**src/rtl/alu_flags_pkg.sv**
```systemverilog
package alu_flags_pkg;

  typedef enum logic [2:0] {
    FN_ADD   = 3'b000,
    FN_SUB   = 3'b001,
    FN_AND   = 3'b010,
    FN_OR    = 3'b011,
    FN_XOR   = 3'b100,
    FN_NOR   = 3'b101,
    FN_SHIFT = 3'b110,
    FN_IDLE  = 3'b111
  } alu_fn_e;

  typedef enum logic [1:0] {
    SH_LEFT  = 2'b00,
    SH_RIGHT = 2'b01,
    SH_ARITH = 2'b10,
    SH_PASS  = 2'b11
  } shift_kind_e;

  typedef enum logic [1:0] {
    BL_AND = 2'b00,
    BL_OR  = 2'b01,
    BL_XOR = 2'b10,
    BL_NOR = 2'b11
  } bool_op_e;

  localparam int ADDER_RIPPLE = 0;
  localparam int ADDER_PREFIX = 1;

endpackage

```
**src/rtl/alu_addsub.sv**
```systemverilog
module alu_addsub
  import alu_flags_pkg::*;
#(
  parameter int WIDTH      = 16,
  parameter int ADDER_KIND = ADDER_PREFIX
) (
  input  logic [WIDTH-1:0] a_i,
  input  logic [WIDTH-1:0] b_i,
  input  logic             sub_i,
  output logic [WIDTH-1:0] sum_o,
  output logic             carry_o,
  output logic             ovf_o
);

  logic [WIDTH-1:0] b_eff;
  logic [WIDTH:0]   cy;   // cy[i] is the carry into bit i

  assign b_eff = b_i ^ {WIDTH{sub_i}};

  generate
    if (ADDER_KIND == ADDER_RIPPLE) begin : g_ripple
      assign cy[0] = sub_i;
      for (genvar i = 0; i < WIDTH; i++) begin : g_bit
        assign cy[i+1] = (a_i[i] & b_eff[i]) | (cy[i] & (a_i[i] ^ b_eff[i]));
      end
    end else begin : g_prefix
      localparam int NPOS = WIDTH + 1;
      localparam int LVLS = $clog2(NPOS);
      logic [LVLS:0][NPOS-1:0] gen_t;
      logic [LVLS:0][NPOS-1:0] prp_t;
      logic                    prefix_unused;

      // position 0 carries the carry-in, positions 1..WIDTH the operand bits
      assign gen_t[0][0] = sub_i;
      assign prp_t[0][0] = 1'b0;
      for (genvar i = 0; i < WIDTH; i++) begin : g_seed
        assign gen_t[0][i+1] = a_i[i] & b_eff[i];
        assign prp_t[0][i+1] = a_i[i] ^ b_eff[i];
      end

      for (genvar k = 1; k <= LVLS; k++) begin : g_lvl
        localparam int DIST = 1 << (k - 1);
        for (genvar j = 0; j < NPOS; j++) begin : g_pos
          if (j >= DIST) begin : g_merge
            assign gen_t[k][j] = gen_t[k-1][j] | (prp_t[k-1][j] & gen_t[k-1][j-DIST]);
            assign prp_t[k][j] = prp_t[k-1][j] & prp_t[k-1][j-DIST];
          end else begin : g_copy
            assign gen_t[k][j] = gen_t[k-1][j];
            assign prp_t[k][j] = prp_t[k-1][j];
          end
        end
      end

      assign cy            = gen_t[LVLS];
      assign prefix_unused = ^prp_t;
    end
  endgenerate

  for (genvar i = 0; i < WIDTH; i++) begin : g_sum
    assign sum_o[i] = a_i[i] ^ b_eff[i] ^ cy[i];
  end

  assign carry_o = cy[WIDTH];
  assign ovf_o   = cy[WIDTH] ^ cy[WIDTH-1];

endmodule

```
**src/rtl/alu_logic.sv**
```systemverilog
module alu_logic
  import alu_flags_pkg::*;
#(
  parameter int WIDTH = 16
) (
  input  logic [WIDTH-1:0] a_i,
  input  logic [WIDTH-1:0] b_i,
  input  bool_op_e         op_i,
  output logic [WIDTH-1:0] y_o
);

  // identical slice per bit, no signal crosses between slices
  for (genvar i = 0; i < WIDTH; i++) begin : g_slice
    logic f_and, f_or, f_xor, f_nor;
    assign f_and = a_i[i] & b_i[i];
    assign f_or  = a_i[i] | b_i[i];
    assign f_xor = a_i[i] ^ b_i[i];
    assign f_nor = ~f_or;
    always_comb begin
      unique case (op_i)
        BL_AND:  y_o[i] = f_and;
        BL_OR:   y_o[i] = f_or;
        BL_XOR:  y_o[i] = f_xor;
        default: y_o[i] = f_nor;
      endcase
    end
  end

endmodule

```
**src/rtl/alu_shift.sv**
```systemverilog
module alu_shift
  import alu_flags_pkg::*;
#(
  parameter int WIDTH = 16,
  localparam int SHW  = $clog2(WIDTH)
) (
  input  logic [WIDTH-1:0] a_i,
  input  logic [SHW-1:0]   shamt_i,
  input  shift_kind_e      kind_i,
  output logic [WIDTH-1:0] y_o
);

  logic                     go_left;
  logic                     fill;
  logic [WIDTH-1:0]         a_rev;
  logic [SHW:0][WIDTH-1:0]  stage;
  logic [WIDTH-1:0]         out_rev;

  assign go_left = (kind_i == SH_LEFT);
  assign fill    = (kind_i == SH_ARITH) & a_i[WIDTH-1];

  always_comb begin
    for (int i = 0; i < WIDTH; i++) a_rev[i] = a_i[WIDTH-1-i];
  end

  // one right-shifting stage per amount bit; left shifts run mirrored
  assign stage[0] = go_left ? a_rev : a_i;

  for (genvar s = 0; s < SHW; s++) begin : g_stage
    localparam int DIST = 1 << s;
    assign stage[s+1] = shamt_i[s]
      ? {{DIST{fill}}, stage[s][WIDTH-1:DIST]}
      : stage[s];
  end

  always_comb begin
    for (int i = 0; i < WIDTH; i++) out_rev[i] = stage[SHW][WIDTH-1-i];
  end

  always_comb begin
    unique case (kind_i)
      SH_LEFT:  y_o = out_rev;
      SH_PASS:  y_o = a_i;
      default:  y_o = stage[SHW];
    endcase
  end

endmodule

```
**src/rtl/alu_flag_gen.sv**
```systemverilog
module alu_flag_gen #(
  parameter int WIDTH = 16
) (
  input  logic [WIDTH-1:0] res_i,
  input  logic             arith_i,
  input  logic             carry_i,
  input  logic             ovf_i,
  output logic             zero_o,
  output logic             neg_o,
  output logic             carry_o,
  output logic             ovf_o
);

  assign zero_o  = ~|res_i;
  assign neg_o   = res_i[WIDTH-1];
  assign carry_o = arith_i & carry_i;
  assign ovf_o   = arith_i & ovf_i;

endmodule

```
**src/rtl/alu_flags_top.sv**
```systemverilog
module alu_flags_top
  import alu_flags_pkg::*;
#(
  parameter int  WIDTH      = 16,
  parameter int  ADDER_KIND = ADDER_PREFIX,
  localparam int SHW        = $clog2(WIDTH)
) (
  input  logic [WIDTH-1:0] a_i,
  input  logic [WIDTH-1:0] b_i,
  input  logic [2:0]       func_i,
  input  logic [1:0]       shift_kind_i,
  input  logic [SHW-1:0]   shamt_i,
  output logic [WIDTH-1:0] result_o,
  output logic             zero_o,
  output logic             neg_o,
  output logic             carry_o,
  output logic             ovf_o
);

  alu_fn_e          fn;
  logic             is_arith;
  bool_op_e         bool_op;
  logic [WIDTH-1:0] sum_w, bool_w, shift_w;
  logic             carry_w, ovf_w;

  assign fn       = alu_fn_e'(func_i);
  assign is_arith = (fn == FN_ADD) || (fn == FN_SUB);
  // codes 010..101 map onto Boolean selects 00..11
  assign bool_op  = bool_op_e'(func_i[1:0] - 2'd2);

  alu_addsub #(.WIDTH(WIDTH), .ADDER_KIND(ADDER_KIND)) u_addsub (
    .a_i     (a_i),
    .b_i     (b_i),
    .sub_i   (fn == FN_SUB),
    .sum_o   (sum_w),
    .carry_o (carry_w),
    .ovf_o   (ovf_w)
  );

  alu_logic #(.WIDTH(WIDTH)) u_logic (
    .a_i  (a_i),
    .b_i  (b_i),
    .op_i (bool_op),
    .y_o  (bool_w)
  );

  alu_shift #(.WIDTH(WIDTH)) u_shift (
    .a_i     (a_i),
    .shamt_i (shamt_i),
    .kind_i  (shift_kind_e'(shift_kind_i)),
    .y_o     (shift_w)
  );

  always_comb begin
    unique case (fn)
      FN_ADD, FN_SUB:                 result_o = sum_w;
      FN_AND, FN_OR, FN_XOR, FN_NOR:  result_o = bool_w;
      FN_SHIFT:                       result_o = shift_w;
      default:                        result_o = '0;
    endcase
  end

  alu_flag_gen #(.WIDTH(WIDTH)) u_flags (
    .res_i   (result_o),
    .arith_i (is_arith),
    .carry_i (carry_w),
    .ovf_i   (ovf_w),
    .zero_o  (zero_o),
    .neg_o   (neg_o),
    .carry_o (carry_o),
    .ovf_o   (ovf_o)
  );

endmodule

```
**config.mk**
```make
export PLATFORM = sky130hd
export DESIGN_NAME = alu_flags_top
export DESIGN_NICKNAME = d
export VERILOG_FILES = /design/src/rtl/alu_flags_pkg.sv /design/src/rtl/alu_addsub.sv /design/src/rtl/alu_logic.sv /design/src/rtl/alu_shift.sv /design/src/rtl/alu_flag_gen.sv /design/src/rtl/alu_flags_top.sv
export SDC_FILE = /design/constraint.sdc
export NUM_CORES = 1
export LEC_CHECK = 0
export CAP_MARGIN = 15
export CORE_UTILIZATION = 50
export DETAILED_ROUTE_END_ITERATION = 16
export PLACE_DENSITY = 0.86
export SYNTH_ARGS = -nofsm -noshare
export SYNTH_HDL_FRONTEND = slang
export SYNTH_SLANG_ARGS = --single-unit
```
**constraint.sdc**
```tcl
create_clock -name vclk -period 9.45
set_input_delay 2.835 -clock vclk [all_inputs]
set_output_delay 2.835 -clock vclk [all_outputs]
set_load 0.02 [all_outputs]
```
==> results by stage <==
Outcome:
- The flow ran to the end, and the final reports show no timing, DRC or antenna violations.

Placement:
- Summed over all nets, the half-perimeter wirelength after detailed placement is 12360 microns.
- The worst slack after detailed placement is -0.2863 ns.
- The placer's final routability congestion estimate is approximately 1.
- In this run the tool buffered the top-level ports with 61 buffer cells.

Final layout:
- There are 0 flip-flops and latches.
- Registers take 0 sq um.
- Fill cells in the final layout number 703.
- The post-layout net count is between 700 and 800.
- The final-layout clock buffer total is 0.
- The area growth from synthesis to layout is 28.73%.
- The area of the multi-input gates is around 3700 sq um.
- Cells with a size suffix above 1 make up 21.52% of the layout.
- The utilization of the core after routing is 67.30%.
- The antenna diode count is 0.

Synthesis:
- Summing the areas of all fa, ha and maj instances in the mapped netlist gives 16.77% of the synthesized area.
- After synthesis, the share of cell area in mux cells is 18.94%.
- The number of nets in the synthesized netlist is approximately 640.
- The synthesized netlist devotes 18.39% of its cell area to simple gates.
- The main combinational cell family by area after synthesis is compound AO/OA/AOI/OAI gates.
- Counting every instance in the synthesized netlist gives roughly 550.
- The average instance in the mapped netlist occupies 7.500 sq um.
- After synthesis the cells add up to 4103 sq um.
- The synthesized-area fraction occupied by xor and xnor cells is approximately 5.1%.
- The synthesized-area fraction occupied by ao, oa, aoi and oai cells is 28.97%.
- The register area share after synthesis is 0%.
- During synthesis, Yosys emitted a total of 0 warnings.
- The unique cell type count in the Yosys netlist is 72.

Worst setup path:
- In this run the worst path has a maximum fanout of 10.
- The delay contributed by the slowest stage of the critical path is 0.42 ns.
- The worst path required time is 6.62 ns.
- The class of the most critical setup path is in2out.
- The cell repeated most along the worst path is nor4b_2.
- Traced cell by cell, the critical path runs through clkdlybuf4s50_1, or3b_1, buf_4, xnor2_1, ha_1, a21oi_1, o211ai_1, a21boi_0, xor2_1, o21ai_0, a211o_2, nor4b_2, nand4b_1, nor4b_2, clkbuf_2.
- At the worst endpoint, the arrival time is 6.44 ns.
- STA classifies the critical path startpoint as an input port.
- The critical path's slowest cell is clkdlybuf4s50_1.
- The kind of end point of the critical path is a primary output.

Timing:
- At the pin with the least slew margin, the transition time is 0.7243 ns.
- The worst path meets setup with 0.1765 ns of slack.
- The count of final max-slew check failures is 0.
- Measured against its own limit, the worst slew margin works out to 51.34%.
- Setup repair after global routing left no endpoint under its margin.
- The clock period minus worst slack is just over 9 ns.
- The count of endpoints failing hold in the final timing report was 0.
- The post-route clock period utilization is 98.13%.
- The count of endpoints failing setup in the final report is 0.
- The total negative slack for setup checks is 0 ns.
- Static timing analysis puts the maximum clock frequency at 107.8 MHz.

Die:
- The floorplan die area is 8572 sq um.
- The core region is 7848 sq um.
- The number of primary I/O pins is 61.
- The vertical die dimension is 92.59 microns.
- The starting density of the core is between 50% and 60%.
- The floorplan die width is 92.59 microns.
- The total number of placement rows is 32.

Power and ir drop:
- Of the total power, the clock network draws 0%.
- In this run switching power makes up 52.92% of total power.
- For this design the ratio of total power to cell area is 70.99 nW/um^2.
- The part of the power in combinational logic is 100.0%.
- The worst ir drop on vdd is 45.83 uV.
- Summed over all cells, the static leakage comes to 0.002408 uW.
- The sequential group share of total power is 0%.
- The power dissipated by switching net loads is slightly below 200 uW.
- The internal power component is about 180 uW.

GRT:
- The initial antenna violation count is 0.
- Global routing finished with a remaining overflow of 0.
- The combined global-route utilization of all metal layers is 35.72%.
- The first global-routing pass estimated 24180 microns of wire.
- Entering global routing, the biggest net connects 50 pins.
- The number of global-route vias before repair is roughly 4800.

Drt:
- The detailed router's first-iteration violation count is 584.
- The detailed router placed 4975 vias in this run.
- The mean routed wirelength per cell is around 20 microns.
- The total wire length after detailed routing is 15190 microns.
- The total iterations of the first detailed-routing run is 5.
- In this run the remaining antenna-violating nets after routing total 0.
- The detail-routed via count per cell is 6.529.
- After detailed routing, the number of remaining DRC violations is 0.

Clocking:
- The hold-fix buffer count after cts is 0.
- The post-CTS setup-driven buffer insertion count is 0.

Min path:
- The path category of the worst min-delay check is in2out.

Run:
- The number of max-cap violations is 0.
==> worst paths after layout <==
check,start,end,slack (ns),depth (start not counted)
setup / recovery,func_i[1],zero_o,0.18,15
hold / removal,func_i[0],zero_o,6.69,6
==> what timing repair did <==
item | in CTS | in global routing
gates resized for setup | 9 | 16
pin swaps | 0 | 2
setup endpoints to repair | 6 | 7
==> layer usage <==
layer	global-route usage, %	vias up	part of all wire, %
li1	-	2275	-
met1	46.05	2338	39
met2	59.38	286	46
met3	5.090	76	10
met4	14.58	0	5.0
met5	0	-	0
==> metrics by stage <==
stage               instance area [sq um]  total power [uW]  hold slack, ns  std cells
CTS                                  5249             363.0           6.830        762
finish                               5281             374.9           6.686        762
global route                         5281             401.8           6.746        762
detailed placement                   5244             361.8           7.045        762
floorplan                            4103             211.0           5.952        547
global placement                     5244             352.3           7.030        762
==> layout make-up <==
| type | instances | share of cell area (%) |
|---|---|---|
| Multi-Input combinational cell | 459 | 69.39 |
| Timing Repair Buffer | 152 | 24.71 |
| Inverter | 49 | 3.483 |
| Tap cell | 102 | 2.416 |
==> synth_stat cells, types with 7 or more instances <==
cell type	number	area, sq um
nand2b_1	14	87.58
nand3_1	18	90.09
o211ai_1	8	60.06
xnor2_1	20	175.2
mux4_2	12	270.3
nand2_1	41	153.9
clkbuf_8	12	165.2
o22ai_1	9	56.30
a31oi_1	10	62.56
o21ai_0	37	185.2
ha_1	55	688.2
a21oi_1	51	255.2
mux2i_1	32	320.3
clkbuf_1	12	45.04
inv_1	47	176.4
nor2_1	29	108.9
buf_1	7	26.28
==> critical path: cells and delay by family <==
kind                     cells  cell delay, ns
AO/OA/AOI/OAI                5            1.04
AND/OR/NAND/NOR              4            1.03
adder cells (fa/ha/maj)      1            0.29
XOR/XNOR                     2            0.42
buffers and inverters        3            0.83
==> power groups by stage <==
stage / Combinational [uW] / Sequential, uW / Clock (uW)
after floorplan: 211 / 0 / 0
after global placement: 352 / 0 / 0
after detailed placement: 362 / 0 / 0
after CTS: 363 / 0 / 0
after global routing: 402 / 0 / 0
final: 375 / 0 / 0
==> cells in the final DEF, fill, tap and decap left out, types with 5 or more instances in the layout <==
master           count
nor2_1              29
a31o_2               6
xnor2_1             19
mux4_2              12
inv_1               47
o22ai_1              8
nor2b_1              6
o21bai_1             5
o21ai_0             34
nand2b_1            14
o211ai_1             8
nor3_1               6
clkdlybuf4s50_1     53
mux2i_1             32
a211oi_1             6
buf_4               89
a21oi_1             48
a31oi_1             10
nand3_1             18
ha_1                55
mux2_2               6
nand2_1             41
==> cells by family after synthesis <==
kind of cell | after synthesis
and+or+nand+nor | 144
AOI/OAI and AO/OA | 181
xor gates and xnor gates | 24
muxes | 55
buffers and inverters | 88
adders and majority gates | 55
(Power assumes the default switching activity.)
